$ cat src/rtl/sfc_pkg.sv
package sfc_pkg;

    typedef enum logic [3:0] {
        K_NONE   = 4'd0,
        K_READ   = 4'd1,
        K_FREAD  = 4'd2,
        K_RSTAT  = 4'd3,
        K_WAKE   = 4'd4,
        K_RID    = 4'd5,
        K_WEN    = 4'd6,
        K_WDIS   = 4'd7,
        K_WSTAT  = 4'd8,
        K_PROG   = 4'd9,
        K_SERASE = 4'd10,
        K_BERASE = 4'd11,
        K_CERASE = 4'd12,
        K_SLEEP  = 4'd13
    } cmd_kind_t;

    function automatic cmd_kind_t decode_op(input logic [7:0] op);
        cmd_kind_t k;
        case (op)
            8'h03:   k = K_READ;
            8'h0B:   k = K_FREAD;
            8'h05:   k = K_RSTAT;
            8'hAB:   k = K_WAKE;
            8'h9F:   k = K_RID;
            8'h06:   k = K_WEN;
            8'h04:   k = K_WDIS;
            8'h01:   k = K_WSTAT;
            8'h02:   k = K_PROG;
            8'h20:   k = K_SERASE;
            8'hD8:   k = K_BERASE;
            8'hC7:   k = K_CERASE;
            8'hB9:   k = K_SLEEP;
            default: k = K_NONE;
        endcase
        return k;
    endfunction

    // commands that alter the array or the status register
    function automatic logic is_write(input cmd_kind_t k);
        return k inside {K_WSTAT, K_PROG, K_SERASE, K_BERASE, K_CERASE};
    endfunction

    // commands that must end on a byte boundary
    function automatic logic is_strict(input cmd_kind_t k);
        return is_write(k) || (k inside {K_WEN, K_WDIS, K_SLEEP});
    endfunction

    // commands refused while a write cycle runs
    function automatic logic is_locked(input cmd_kind_t k);
        return is_write(k) || (k inside {K_READ, K_FREAD});
    endfunction

    // commands that carry a 24-bit address
    function automatic logic has_addr(input cmd_kind_t k);
        return k inside {K_READ, K_FREAD, K_PROG, K_SERASE, K_BERASE};
    endfunction

endpackage

$ cat src/rtl/sfc_sync.sv
module sfc_sync #(
    parameter int STAGES = 2
) (
    input  logic clk,
    input  logic rst_n,
    input  logic cs_n,
    input  logic sclk,
    input  logic di,
    output logic cs_hi,
    output logic cs_rise,
    output logic sclk_rise,
    output logic di_s
);
    localparam int LAST = STAGES;

    // bit 2: chip select, bit 1: serial clock, bit 0: data
    logic [2:0] pipe [LAST+1];

    always_ff @(posedge clk or negedge rst_n) begin
        if (!rst_n) begin
            for (int i = 0; i <= LAST; i++) pipe[i] <= 3'b100;
        end else begin
            pipe[0] <= {cs_n, sclk, di};
            for (int i = 1; i <= LAST; i++) pipe[i] <= pipe[i-1];
        end
    end

    assign cs_hi     = pipe[LAST-1][2];
    assign cs_rise   = pipe[LAST-1][2] & ~pipe[LAST][2];
    assign sclk_rise = pipe[LAST-1][1] & ~pipe[LAST][1];
    assign di_s      = pipe[LAST-1][0];

endmodule

$ cat src/rtl/sfc_shifter.sv
module sfc_shifter #(
    parameter int CNT_W = 12
) (
    input  logic             clk,
    input  logic             rst_n,
    input  logic             cs_hi,
    input  logic             bit_stb,
    input  logic             bit_in,
    output logic [CNT_W-1:0] bit_cnt,
    output logic [7:0]       opcode,
    output logic [23:0]      addr
);
    localparam logic [CNT_W-1:0] CNT_MAX = '1;
    localparam logic [CNT_W-1:0] AT_OP   = CNT_W'(7);
    localparam logic [CNT_W-1:0] AT_ADR  = CNT_W'(31);

    logic [31:0] sh;

    always_ff @(posedge clk or negedge rst_n) begin
        if (!rst_n) begin
            sh      <= '0;
            bit_cnt <= '0;
            opcode  <= '0;
            addr    <= '0;
        end else if (cs_hi) begin
            sh      <= '0;
            bit_cnt <= '0;
            opcode  <= '0;
            addr    <= '0;
        end else if (bit_stb) begin
            sh <= {sh[30:0], bit_in};
            if (bit_cnt != CNT_MAX) bit_cnt <= bit_cnt + 1'b1;
            if (bit_cnt == AT_OP)  opcode <= {sh[6:0], bit_in};
            if (bit_cnt == AT_ADR) addr   <= {sh[22:0], bit_in};
        end
    end

endmodule

$ cat src/rtl/sfc_protect.sv
module sfc_protect
    import sfc_pkg::*;
#(
    parameter int ARRAY_AW  = 19,
    parameter int SECTOR_AW = 12,
    parameter int BLOCK_AW  = 16
) (
    input  logic [2:0]          bp,
    input  cmd_kind_t           kind,
    input  logic [ARRAY_AW-1:0] addr,
    output logic                hit
);
    localparam logic [ARRAY_AW:0]   ONE      = (ARRAY_AW+1)'(1);
    localparam logic [ARRAY_AW:0]   FULL     = ONE << ARRAY_AW;
    localparam logic [ARRAY_AW-1:0] SEC_MASK = {ARRAY_AW{1'b1}} << SECTOR_AW;
    localparam logic [ARRAY_AW-1:0] BLK_MASK = {ARRAY_AW{1'b1}} << BLOCK_AW;

    logic [ARRAY_AW:0] limit;

    always_comb begin
        if (bp == 3'd0)      limit = '0;
        else if (bp == 3'd7) limit = FULL;
        else                 limit = FULL - (ONE << (SECTOR_AW + int'(bp)));
    end

    always_comb begin
        case (kind)
            K_PROG:   hit = {1'b0, addr} < limit;
            K_SERASE: hit = {1'b0, addr & SEC_MASK} < limit;
            K_BERASE: hit = {1'b0, addr & BLK_MASK} < limit;
            K_CERASE: hit = (bp != 3'd0);
            default:  hit = 1'b0;
        endcase
    end

endmodule

$ cat src/rtl/sfc_judge.sv
module sfc_judge
    import sfc_pkg::*;
#(
    parameter int CNT_W    = 12,
    parameter int NB_W     = 9,
    parameter int MAX_DATA = 256
) (
    input  logic             clk,
    input  logic             rst_n,
    input  logic             cs_hi,
    input  logic             cs_rise,
    input  logic [CNT_W-1:0] bit_cnt,
    input  logic [7:0]       opcode,
    input  logic [23:0]      addr,
    input  logic             busy,
    input  logic             prot_hit,
    output cmd_kind_t        snap_kind,
    output logic [23:0]      snap_addr,
    output logic             exec_stb,
    output cmd_kind_t        exec_kind,
    output logic [23:0]      exec_addr,
    output logic [NB_W-1:0]  exec_nbytes,
    output logic             wel,
    output logic             prot_rej
);
    localparam logic [CNT_W-1:0] C8   = CNT_W'(8);
    localparam logic [CNT_W-1:0] C16  = CNT_W'(16);
    localparam logic [CNT_W-1:0] C32  = CNT_W'(32);
    localparam logic [CNT_W-1:0] C40  = CNT_W'(40);
    localparam logic [CNT_W-1:0] CMAX = CNT_W'(MAX_DATA);

    typedef enum logic [1:0] {ST_IDLE, ST_FRAME, ST_DECIDE} st_t;

    st_t              state, nxt;
    logic [CNT_W-1:0] snap_cnt;
    logic             shape_ok, lock, no_wel, go, refuse;
    logic [CNT_W-1:0] hdr, diff, nb_full;
    logic [NB_W-1:0]  nb;

    // state register
    always_ff @(posedge clk or negedge rst_n) begin
        if (!rst_n) state <= ST_IDLE;
        else        state <= nxt;
    end

    always_comb begin
        nxt = state;
        unique case (state)
            ST_IDLE:   if (!cs_hi)  nxt = ST_FRAME;   // open
            ST_FRAME:  if (cs_rise) nxt = ST_DECIDE;  // close
            ST_DECIDE:              nxt = ST_IDLE;    // retire
            default:                nxt = ST_IDLE;
        endcase
    end

    // frame snapshot at the close transition
    always_ff @(posedge clk or negedge rst_n) begin
        if (!rst_n) begin
            snap_cnt  <= '0;
            snap_kind <= K_NONE;
            snap_addr <= '0;
        end else if (state == ST_FRAME && cs_rise) begin
            snap_cnt  <= bit_cnt;
            snap_kind <= decode_op(opcode);
            snap_addr <= addr;
        end
    end

    // length rules per command class
    always_comb begin
        shape_ok = 1'b0;
        if (snap_cnt >= C8 && snap_kind != K_NONE) begin
            if (is_strict(snap_kind) && snap_cnt[2:0] != 3'd0) begin
                shape_ok = 1'b0;
            end else begin
                case (snap_kind)
                    K_PROG:             shape_ok = snap_cnt >= C40;
                    K_SERASE, K_BERASE: shape_ok = snap_cnt == C32;
                    K_WSTAT:            shape_ok = snap_cnt >= C16;
                    K_READ, K_FREAD:    shape_ok = snap_cnt >= C32;
                    default:            shape_ok = 1'b1;
                endcase
            end
        end
    end

    always_comb begin
        lock    = busy && is_locked(snap_kind);
        no_wel  = is_write(snap_kind) && !wel;
        go      = shape_ok && !lock && !no_wel && !prot_hit;
        refuse  = shape_ok && !lock && !no_wel && prot_hit;
        hdr     = has_addr(snap_kind) ? C32 : C8;
        diff    = (snap_cnt >= hdr) ? (snap_cnt - hdr) : '0;
        nb_full = diff >> 3;
        nb      = (nb_full > CMAX) ? NB_W'(MAX_DATA) : nb_full[NB_W-1:0];
    end

    // outputs, updated in the retire cycle
    always_ff @(posedge clk or negedge rst_n) begin
        if (!rst_n) begin
            exec_stb    <= 1'b0;
            exec_kind   <= K_NONE;
            exec_addr   <= '0;
            exec_nbytes <= '0;
            wel         <= 1'b0;
            prot_rej    <= 1'b0;
        end else begin
            exec_stb <= 1'b0;
            if (state == ST_DECIDE) begin
                if (go) begin
                    exec_stb    <= 1'b1;
                    exec_kind   <= snap_kind;
                    exec_addr   <= snap_addr;
                    exec_nbytes <= nb;
                    if (snap_kind == K_WEN) begin
                        wel      <= 1'b1;
                        prot_rej <= 1'b0;
                    end else if (snap_kind == K_WDIS || is_write(snap_kind)) begin
                        wel <= 1'b0;
                    end
                end else if (refuse) begin
                    prot_rej <= 1'b1;
                end
            end
        end
    end

endmodule

$ cat src/rtl/serial_cmd_front.sv
module serial_cmd_front
    import sfc_pkg::*;
#(
    parameter int ARRAY_AW    = 19,
    parameter int SECTOR_AW   = 12,
    parameter int BLOCK_AW    = 16,
    parameter int MAX_DATA    = 256,
    parameter int SYNC_STAGES = 2
) (
    input  logic                            clk,
    input  logic                            rst_n,
    input  logic                            spi_cs_n,
    input  logic                            spi_sclk,
    input  logic                            spi_di,
    input  logic [2:0]                      bp_lvl,
    input  logic                            wr_busy,
    output logic                            exec_stb,
    output logic [3:0]                      exec_op,
    output logic [23:0]                     exec_addr,
    output logic [$clog2(MAX_DATA+1)-1:0]   exec_nbytes,
    output logic                            wel,
    output logic                            prot_reject
);
    localparam int NB_W  = $clog2(MAX_DATA + 1);
    localparam int CNT_W = $clog2((MAX_DATA + 4) * 8 + 8);

    logic             cs_hi, cs_rise, sclk_rise, di_s;
    logic [CNT_W-1:0] bit_cnt;
    logic [7:0]       opcode;
    logic [23:0]      addr;
    cmd_kind_t        snap_kind, exec_kind;
    logic [23:0]      snap_addr;
    logic             prot_hit;

    sfc_sync #(.STAGES(SYNC_STAGES)) u_sync (
        .clk       (clk),
        .rst_n     (rst_n),
        .cs_n      (spi_cs_n),
        .sclk      (spi_sclk),
        .di        (spi_di),
        .cs_hi     (cs_hi),
        .cs_rise   (cs_rise),
        .sclk_rise (sclk_rise),
        .di_s      (di_s)
    );

    sfc_shifter #(.CNT_W(CNT_W)) u_shift (
        .clk     (clk),
        .rst_n   (rst_n),
        .cs_hi   (cs_hi),
        .bit_stb (sclk_rise & ~cs_hi),
        .bit_in  (di_s),
        .bit_cnt (bit_cnt),
        .opcode  (opcode),
        .addr    (addr)
    );

    sfc_protect #(
        .ARRAY_AW  (ARRAY_AW),
        .SECTOR_AW (SECTOR_AW),
        .BLOCK_AW  (BLOCK_AW)
    ) u_prot (
        .bp   (bp_lvl),
        .kind (snap_kind),
        .addr (snap_addr[ARRAY_AW-1:0]),
        .hit  (prot_hit)
    );

    sfc_judge #(
        .CNT_W    (CNT_W),
        .NB_W     (NB_W),
        .MAX_DATA (MAX_DATA)
    ) u_judge (
        .clk         (clk),
        .rst_n       (rst_n),
        .cs_hi       (cs_hi),
        .cs_rise     (cs_rise),
        .bit_cnt     (bit_cnt),
        .opcode      (opcode),
        .addr        (addr),
        .busy        (wr_busy),
        .prot_hit    (prot_hit),
        .snap_kind   (snap_kind),
        .snap_addr   (snap_addr),
        .exec_stb    (exec_stb),
        .exec_kind   (exec_kind),
        .exec_addr   (exec_addr),
        .exec_nbytes (exec_nbytes),
        .wel         (wel),
        .prot_rej    (prot_reject)
    );

    assign exec_op = exec_kind;

endmodule

$ cat config.mk
export PLATFORM = sky130hd
export DESIGN_NAME = serial_cmd_front
export DESIGN_NICKNAME = d
export VERILOG_FILES = /design/src/rtl/sfc_pkg.sv /design/src/rtl/sfc_sync.sv /design/src/rtl/sfc_shifter.sv /design/src/rtl/sfc_protect.sv /design/src/rtl/sfc_judge.sv /design/src/rtl/serial_cmd_front.sv
export SDC_FILE = /design/constraint.sdc
export NUM_CORES = 1
export LEC_CHECK = 0
export ABC_AREA = 1
export BUFFER_PORTS_ARGS = -buffer_cell sky130_fd_sc_hd__buf_2
export CORE_ASPECT_RATIO = 0.9
export CORE_MARGIN = 4
export CORE_UTILIZATION = 66
export CTS_CLUSTER_DIAMETER = 40
export DETAILED_ROUTE_END_ITERATION = 10
export PLACE_DENSITY = 0.93
export SETUP_SLACK_MARGIN = 0.4
export SLEW_MARGIN = 20
export SYNTH_ARGS = -nofsm -noshare
export SYNTH_HDL_FRONTEND = slang
export SYNTH_SLANG_ARGS = --single-unit
$ cat constraint.sdc
create_clock -name clk -period 5.8 [get_ports clk]
set_clock_uncertainty 0.2 [all_clocks]
set_input_delay 1.16 -clock clk [delete_from_list [all_inputs] [get_ports clk]]
set_output_delay 1.16 -clock clk [all_outputs]
set_load 0.05 [all_outputs]
==> flow_summary.toml, run 1 <==
[place]
hpwl_um = 11500
dp_cells = 1157
place_ws_ps = 1500
portBuffers = 48
place.gp.congestion = 0.971

[synthesis]
yosysSeqAreaShare = 0.509
synth_edf_count = 0
synth_area_per_cell_um2 = 7.95
syn-cell-area_um2 = 7730
synthCells = 973
synth_flop_cell = "dfrtp_1"
yosys.area.top_type_share = 0.498
yosys_warnings = 0
synth_seq_cells = 157
synthArstFlopShare = 1.00
synth.area.top_cells = "dfrtp_1, nand2_1, o21ai_0, inv_1, nor2_1"
post_synth_num_cell_types = 41
yosysTopAreaCell = "dfrtp_1"

[min_path]
min_path_type = "flip-flop to flip-flop"

[route]
routed_wl_um = 18200
vias = 6701
first_pass_iters = 5
viasPerCell = 5.64
post-route-drc-count = 0
drtIter0Drc = 885
wl_per_cell_um = 15.3
ant_nets = 0

[critical_path]
cp_data_arrival_time_ps = 4190
crit_family = "simple AND/OR/NAND/NOR gates"
cpMostUsedCell = "nand2_1"
critPathRequiredTime_ps = 5960
worstSetupPathType = "input port to flip-flop"
worst_setup_path_start_kind = "input port"
path_buf_inv = 3
cpPeakStageDelay_ps = 640
slowest_stage = "nand3_2"
crit_fanout = 48
end_kind = "flip-flop"
path_cells = "buf_2 -> nand2_2 -> clkinv_2 -> nor3_1 -> a211oi_1 -> ha_1 -> nand3_1 -> a21oi_2 -> nand3_1 -> nand2_1 -> nand2_1 -> nor2_4 -> nand3_2 -> buf_4 -> nor2_1 -> nand2_1 -> nand2_1"

[global_routing]
grt_pass1_vias = 6552
grt.total_usage = 0.289
grt_max_degree = 80
antenna_found_initial = 0
grt_pass1_wl_um = 31400
overflow = 0

[timing]
finalSetupViolCount = 0
finalHoldViolCount = 0
slew_viol_final = 0
layout_min_cycle_time_ps = 4030
finalCritPeriodShare = 0.695
tightestPinTransition_ps = 963
setup_tns_ps = 0
fmax_mhz = 248
rsz0062_at_grt = "false"
relSlewSlack = 0.358
setup_slack_ps = 1770

[floorplanning]
fp.dieW_um = 122
die_area_um2 = 13500
io_pins = 49
rows = 37
initial_core_util = 0.676
core_area_um2 = 11400
die_h_um = 111

[layout]
antenna_cells = 0
stdcell_count = 1188
drive_gt1_frac = 0.110
layout_commonest_cell = "nand2_1"
layout_common_cells = "nand2_1, dfrtp_1, inv_1"
layout-area-overhead-vs-synth_pct = 12.4
fin_nets = 1051

[clocking]
cts_root_buffer = "clkbuf_16"
numCtsBuffers = 17
cts.reportedPaths.clkPinSlew_ps = 60
cts.sinks = 157
hold_buffers = 0
clock_latency_ps = 420
postCtsResizedCells = 0
cts_tree = "yes"
ctsHtreeMaxLevel = 4
postCtsSetupRepairBufs = 0
clk_path_buf_depth = 2

[power_and_ir_drop]
p_leak_nw = 4.40
p_int_w = 0.00189
power.share.combinational = 0.065
seq_power_share = 0.460
clkPwrFrac = 0.475
ir_drop_v = 0.000175
power.density_nw_per_um2 = 283
swShare = 0.229
p_switching_w = 0.000564

[outcome]
status = "complete, no violations"

[job]
cap_viol_max_count = 0
-- layout make-up --
class | count | area [um2]
flip-flops and latches | 157 | 3930
multi-input cells | 660 | 3170
fillers | 720 | 2740
clock buffers | 25 | 515
inverters | 132 | 497
repair buffers | 52 | 280
well taps | 156 | 195
clock inverters | 6 | 105
-- cells in the mapped netlist, types with 5 or more instances --
master,n
inv_1,124
nor2_2,5
o21ai_1,15
nand4_1,11
nand2_2,5
nor4_1,7
o21ai_0,120
dfrtp_1,154
nor2_1,83
xor2_1,6
clkbuf_1,19
nand3_1,45
buf_6,6
nor3_1,13
ha_1,22
inv_2,5
nand2_1,277
a21oi_1,13
-- worst paths after layout --
check | from | endpoint | slack (ps) | depth (start not counted)
setup reg to reg | u_judge.snap_kind[2] | u_judge.exec_nbytes[1] | 2680 | 13
min in group asynchronous | rst_n | u_judge.exec_nbytes[5] | 630 | 2
hold reg to reg | u_sync.pipe[6] | u_sync.di_s | 150 | 0
hold / removal | u_sync.pipe[6] | u_sync.di_s | 150 | 0
setup / recovery | bp_lvl[1] | u_judge.exec_nbytes[1] | 1770 | 17
max in group asynchronous | rst_n | u_judge.snap_addr[18] | 4000 | 2
-- power by group through the flow --
stage	registers, W	clock network, W	logic, W
after global placement	0.00115	0	0.000148
final	0.00113	0.00117	0.000160
after floorplan	0.00114	0	0.000106
after global routing	0.00113	0.00123	0.000182
after detailed placement	0.00115	0	0.000154
after CTS	0.00113	0.00117	0.000157
-- cell families (layout without fill, tap and decap cells) --
logic type,after synthesis,in the layout,synth area share
flops,157,157,0.509
buf+inv,164,215,0.0866
fa+ha+maj,22,22,0.0356
xor+xnor,7,7,0.00793
simple gates,462,462,0.253
other cells,1,9,0.000485
compound gates,160,160,0.108
-- worst register-to-register path, delay by kind of cell, from the launching register on --
| kind | cells | cell delay (ps) |
|---|---|---|
| and+or+nand+nor | 10 | 1580 |
| buffers and inverters | 2 | 720 |
| DFF | 1 | 510 |
| AOI/OAI and AO/OA | 1 | 50 |
-- sequential cells by signal, indices dropped and copies added (netlist names) --
name	flops
u_judge.exec_addr	24
u_judge.exec_kind	4
u_judge.exec_nbytes	9
u_judge.exec_stb	1
u_judge.prot_rej	1
u_judge.snap_addr	24
u_judge.snap_cnt	12
u_judge.snap_kind	4
u_judge.state	2
u_judge.wel	1
u_shift.addr	24
u_shift.bit_cnt	12
u_shift.opcode	8
u_shift.sh	23
u_sync.cs_hi	1
u_sync.di_s	1
u_sync.pipe	6
-- routing by layer --
layer	global-route usage	part of all wire	vias up
met5	0	0	-
met4	0.108	0.028	0
met3	0.0653	0.077	52
met2	0.450	0.47	353
met1	0.400	0.42	3125
li1	-	-	3171
-- metrics by stage --
step | power, W | utilization | instance area (um2) | hold slack (ps)
final | 0.00246 | 0.760 | 8690 | 147
after global routing | 0.00254 | 0.760 | 8690 | 165
after CTS | 0.00246 | 0.759 | 8680 | 148
after detailed placement | 0.00130 | 0.705 | 8060 | 135
after global placement | 0.00130 | 0.705 | 8060 | 131
after floorplan | 0.00125 | - | 7760 | 131
Note: power is estimated with default switching activity, not from simulation.
==> run 2: changes to the inputs <==
- ABC_AREA: 1 -> 0
- CORE_UTILIZATION: 66 -> 61
- PLACE_DENSITY: 0.93 -> 0.87
- clock period: 5.8 -> 4 ns (I/O delays scaled with it)
==> flow_summary.toml, run 2 <==
[route]
first_pass_iters = 7
wl_per_cell_um = 17.8
routed_wl_um = 15900
drtIter0Drc = 481
vias = 5317
viasPerCell = 5.98
post-route-drc-count = 0
ant_nets = 0

[power_and_ir_drop]
clkPwrFrac = 0.453
seq_power_share = 0.452
power.density_nw_per_um2 = 434
power.share.combinational = 0.095
swShare = 0.251
p_switching_w = 0.000915
p_int_w = 0.00274
power.total_w = 0.00365
p_leak_nw = 4.27
ir_drop_v = 0.000332

[clocking]
clock_latency_ps = 430
cts_tree = "yes"
cts_root_buffer = "clkbuf_16"
clk_path_buf_depth = 2
numCtsBuffers = 17
cts.reportedPaths.clkPinSlew_ps = 60
ctsHtreeMaxLevel = 4
cts.sinks = 157
hold_buffers = 0
postCtsSetupRepairBufs = 0

[global_routing]
grt_max_degree = 85
grt_pass1_vias = 5372
overflow = 0
antenna_found_initial = 0
grt.total_usage = 0.237
grt_pass1_wl_um = 26800

[critical_path]
cpMostUsedCell = "or3_4"
cp_data_arrival_time_ps = 3530
slowest_stage = "or3_4"
end_kind = "flip-flop"
worstSetupPathType = "input port to flip-flop"
cp.depth = 9
worst_setup_path_start_kind = "input port"
cpPeakStageDelay_ps = 540
crit_family = "simple AND/OR/NAND/NOR gates"
path_buf_inv = 1
r2r_cells = 11
critPathRequiredTime_ps = 4110
path_cells = "buf_2 -> or3_4 -> nand2_1 -> ha_1 -> and3_1 -> nor4b_1 -> o2bb2ai_2 -> or3_4 -> mux2_2"
crit_fanout = 39

[timing]
setup_tns_ps = 0
finalCritPeriodShare = 0.855
finalSetupViolCount = 0
rsz0062_at_grt = "false"
slew_viol_final = 0
finalHoldViolCount = 0
tightestPinTransition_ps = 1010
relSlewSlack = 0.326
fmax_mhz = 292
layout_min_cycle_time_ps = 3420

[layout]
fin_util = 0.721
fill_cells = 805
stdcell_count = 889
fin_nets = 752
reg.largest.list = "u_judge.exec_addr (24), u_judge.snap_addr (24), u_shift.addr (24)"
layout_common_cells = "dfrtp_1, nand2_1, nor2_1"
layout-area-overhead-vs-synth_pct = 13.2
finalInstanceArea_um2 = 8420
layout_commonest_cell = "dfrtp_1"
drive_gt1_frac = 0.231
antenna_cells = 0

[floorplanning]
fp.dieW_um = 124
rows = 37
io_pins = 49
core_area_um2 = 11700
die_h_um = 113
die_area_um2 = 14000
initial_core_util = 0.637

[synthesis]
synth_seq_cells = 157
post_synth_num_cell_types = 56
syn-cell-area_um2 = 7430
synth_flop_cell = "dfrtp_1"
synth.area.top_cells = "dfrtp_1, mux2_2, mux2i_1, nand2_1, ha_1"
synthTopCellsByCount = "dfrtp_1, nand2_1, nor2_1"
synth_area_per_cell_um2 = 11.0
synthCells = 678
synth_edf_count = 0
yosysTopAreaCell = "dfrtp_1"
yosys_warnings = 0
yosysMostFrequentCell = "dfrtp_1"
synthArstFlopShare = 1.00
yosys.area.top_type_share = 0.518
yosysSeqAreaShare = 0.529

[place]
place.gp.congestion = 0.890
hpwl_um = 10300
post_dp_cell_area_um2 = 7810
portBuffers = 48
dp_cells = 858

[outcome]
status = "complete, no violations"

[min_path]
min_path_type = "flip-flop to flip-flop"
min_path_cells = 0

[job]
cap_viol_max_count = 0
## run 2: cell count changes after synthesis, moves of 10 or more
cell and change:
mux2_2 +62, nand2b_1 +11, o21ai_1 -15, o31ai_1 +10
a21oi_1 +26, nor2_1 -16, clkbuf_1 +12, inv_1 -114
o21ai_0 -104, nand2_1 -201, mux2i_1 +37, nand3_1 -34
## run 2: final cells by class
type | count | area (um2) | area share
Timing Repair Buffer | 57 | 327 | 0.0388
Tap cell | 156 | 195 | 0.0232
Inverter | 10 | 37.5 | 0.00446
Clock buffer | 19 | 443 | 0.0526
Clock inverter | 12 | 160 | 0.0190
Sequential cell | 157 | 3940 | 0.468
Multi-Input combinational cell | 478 | 3320 | 0.394
## run 2: cells by family after synthesis
family / count (synthesis) / share of synthesized area
buffers and inverters: 51 / 0.0300
other: 1 / 0.000504
xor gates and xnor gates: 21 / 0.0247
adders and majority gates: 22 / 0.0370
DFF: 157 / 0.529
AOI/OAI and AO/OA: 102 / 0.0877
and+or+nand+nor: 222 / 0.141
muxes: 102 / 0.150
## run 2: metrics by stage
step / worst slack (ps) / hold slack [ps]
after floorplan: 404 / 131
after global placement: 238 / 134
after detailed placement: 170 / 136
after CTS: 598 / 151
after global routing: 413 / 165
final: 579 / 150
## run 2: worst paths after layout
path | start | to | slack [ps]
worst max-delay path | bp_lvl[1] | u_judge.exec_addr[6] | 580
worst min-delay path | u_sync.pipe[6] | u_sync.di_s | 150
worst max register to register | u_judge.snap_kind[0] | u_judge.exec_nbytes[6] | 710
worst min register to register | u_sync.pipe[6] | u_sync.di_s | 150
max in group asynchronous | rst_n | u_sync.pipe[2] | 2560
min in group asynchronous | rst_n | u_judge.exec_nbytes[7] | 240
## run 2: what timing repair did
item / CTS / global route
resized for setup: 0 / 3
endpoints found under the hold margin: 0 / 0
setup endpoints to repair: 0 / 4
## run 2: metal layers
metal,up-vias,share of wire,track usage
met1,2651,0.44,0.308
met3,32,0.049,0.0552
met4,0,0.024,0.0869
met2,172,0.49,0.393
li1,2462,-,-
met5,-,0,0
## run 2: power by group through the flow
| stage | sequential [W] | combinational, W | clock [W] |
|---|---|---|---|
| after floorplan | 0.00165 | 0.000256 | 0 |
| after global placement | 0.00168 | 0.000321 | 0 |
| after detailed placement | 0.00168 | 0.000333 | 0 |
| after CTS | 0.00165 | 0.000339 | 0.00167 |
| after global routing | 0.00165 | 0.000384 | 0.00175 |
| final | 0.00165 | 0.000347 | 0.00165 |
==> run 3: changes to the inputs <==
- CORE_ASPECT_RATIO: 0.9 -> unset
==> flow_summary.toml, run 3 (synthesized netlist as in run 2, its figures left out) <==
[timing]
finalSetupViolCount = 0
setup_tns_ps = 0
layout_min_cycle_time_ps = 3490
relSlewSlack = 0.335
finalCritPeriodShare = 0.871
tightestPinTransition_ps = 997
slew_viol_final = 0
finalHoldViolCount = 0
fmax_mhz = 287
rsz0062_at_grt = "true"

[clocking]
ctsHtreeMaxLevel = 4
cts_root_buffer = "clkbuf_16"
clock_latency_ps = 430
cts_tree = "yes"
cts.sinks = 157
postCtsSetupRepairBufs = 0
numCtsBuffers = 17
clk_path_buf_depth = 2
hold_buffers = 0
cts.reportedPaths.clkPinSlew_ps = 60

[layout]
layout_common_cells = "dfrtp_1, nand2_1, nor2_1"
antenna_cells = 0
drive_gt1_frac = 0.226
stdcell_count = 881
layout-area-overhead-vs-synth_pct = 13.1
reg.largest.list = "u_judge.exec_addr (24), u_judge.snap_addr (24), u_shift.addr (24)"
fin_nets = 753
layout_commonest_cell = "dfrtp_1"
fin_util = 0.703

[place]
hpwl_um = 10100
place.gp.congestion = 0.894
portBuffers = 48
dp_cells = 850

[critical_path]
endpoint = "u_judge.exec_addr[7]"
r2r_start = "u_judge.snap_kind[1]"
crit_fanout = 39
r2r_cells = 11
startpoint = "bp_lvl[1]"
end_kind = "flip-flop"
reg2reg_slack_ps = 760
critPathRequiredTime_ps = 4110
cp_data_arrival_time_ps = 3590
worstSetupPathType = "input port to flip-flop"
worst_setup_path_start_kind = "input port"
timing.rr.end = "u_judge.exec_nbytes[6]"

[global_routing]
grt_pass1_wl_um = 26400
grt_pass1_vias = 5462
antenna_found_initial = 0
overflow = 0
grt_max_degree = 75
grt.total_usage = 0.234

[floorplanning]
core_area_um2 = 12000
rows = 40
io_pins = 49
die_area_um2 = 14000
initial_core_util = 0.621
fp.dieW_um = 118
die_h_um = 118

[power_and_ir_drop]
seq_power_share = 0.448
p_leak_nw = 4.27
ir_drop_v = 0.000304
power.density_nw_per_um2 = 436
p_switching_w = 0.000890
clkPwrFrac = 0.455
p_int_w = 0.00278
power.share.combinational = 0.097
swShare = 0.243

[route]
drtIter0Drc = 372
vias = 5263
wl_per_cell_um = 17.5
routed_wl_um = 15500
viasPerCell = 5.97
ant_nets = 0
post-route-drc-count = 0
first_pass_iters = 7

[min_path]
min_path_type = "input port to asynchronous set/reset pin"

[job]
cap_viol_max_count = 0

[outcome]
status = "complete, no violations"
## run 3: area by class of cell
| type | count | area (um2) |
|---|---|---|
| clock inverters | 11 | 168 |
| repair buffers | 58 | 334 |
| fillers | 825 | 3550 |
| inverters | 10 | 37.5 |
| multi-input cells | 478 | 3310 |
| flip-flops and latches | 157 | 3930 |
| well taps | 147 | 184 |
| clock buffers | 20 | 437 |
## run 3: worst min-delay path by stage
stage / depth (start not counted) / endpoint
finish: 1 / u_judge.exec_nbytes[2]
global route: 0 / u_sync.di_s
CTS: 0 / u_sync.pipe[4]
detailed placement: 0 / u_sync.pipe[4]
global placement: 0 / u_sync.di_s
floorplan: 0 / u_sync.di_s
## run 3: metrics by stage
step	setup WS (ps)	instance area, um2	hold WS (ps)	power (W)
after floorplan	404	7460	131	0.00190
after global placement	213	7800	133	0.00200
after detailed placement	104	7800	136	0.00201
after CTS	536	8410	149	0.00367
after global routing	388	8410	161	0.00379
final	515	8410	148	0.00367
## run 3: repair_timing
item / CTS / global route
hold endpoints to repair: 0 / 0
setup endpoints to repair: 0 / 16
gates resized for setup: 0 / 1
## run 3: worst max-delay path, stage by stage
cell,delay (ps)
buf_2,150
or3_4,420
nand2_1,120
ha_1,260
and3_1,200
nor4b_1,390
o2bb2ai_2,250
or3_4,580
mux2_2,410
## run 3: per-layer routing
layer / routed length (um) / part of all wire / global-route usage / up-vias
li1: - / - / - / 2468
met1: 6490 / 0.42 / 0.297 / 2620
met3: 719 / 0.047 / 0.0474 / 34
met5: 0 / 0 / 0 / -
met2: 7920 / 0.51 / 0.394 / 141
met4: 331 / 0.021 / 0.0934 / 0
## run 3: power groups by stage
stage               sequential [W]  clock [W]  combinational, W
CTS                        0.00164    0.00168          0.000350
global route               0.00165    0.00175          0.000399
finish                     0.00164    0.00167          0.000356
global placement           0.00167          0          0.000328
floorplan                  0.00165          0          0.000256
detailed placement         0.00167          0          0.000344
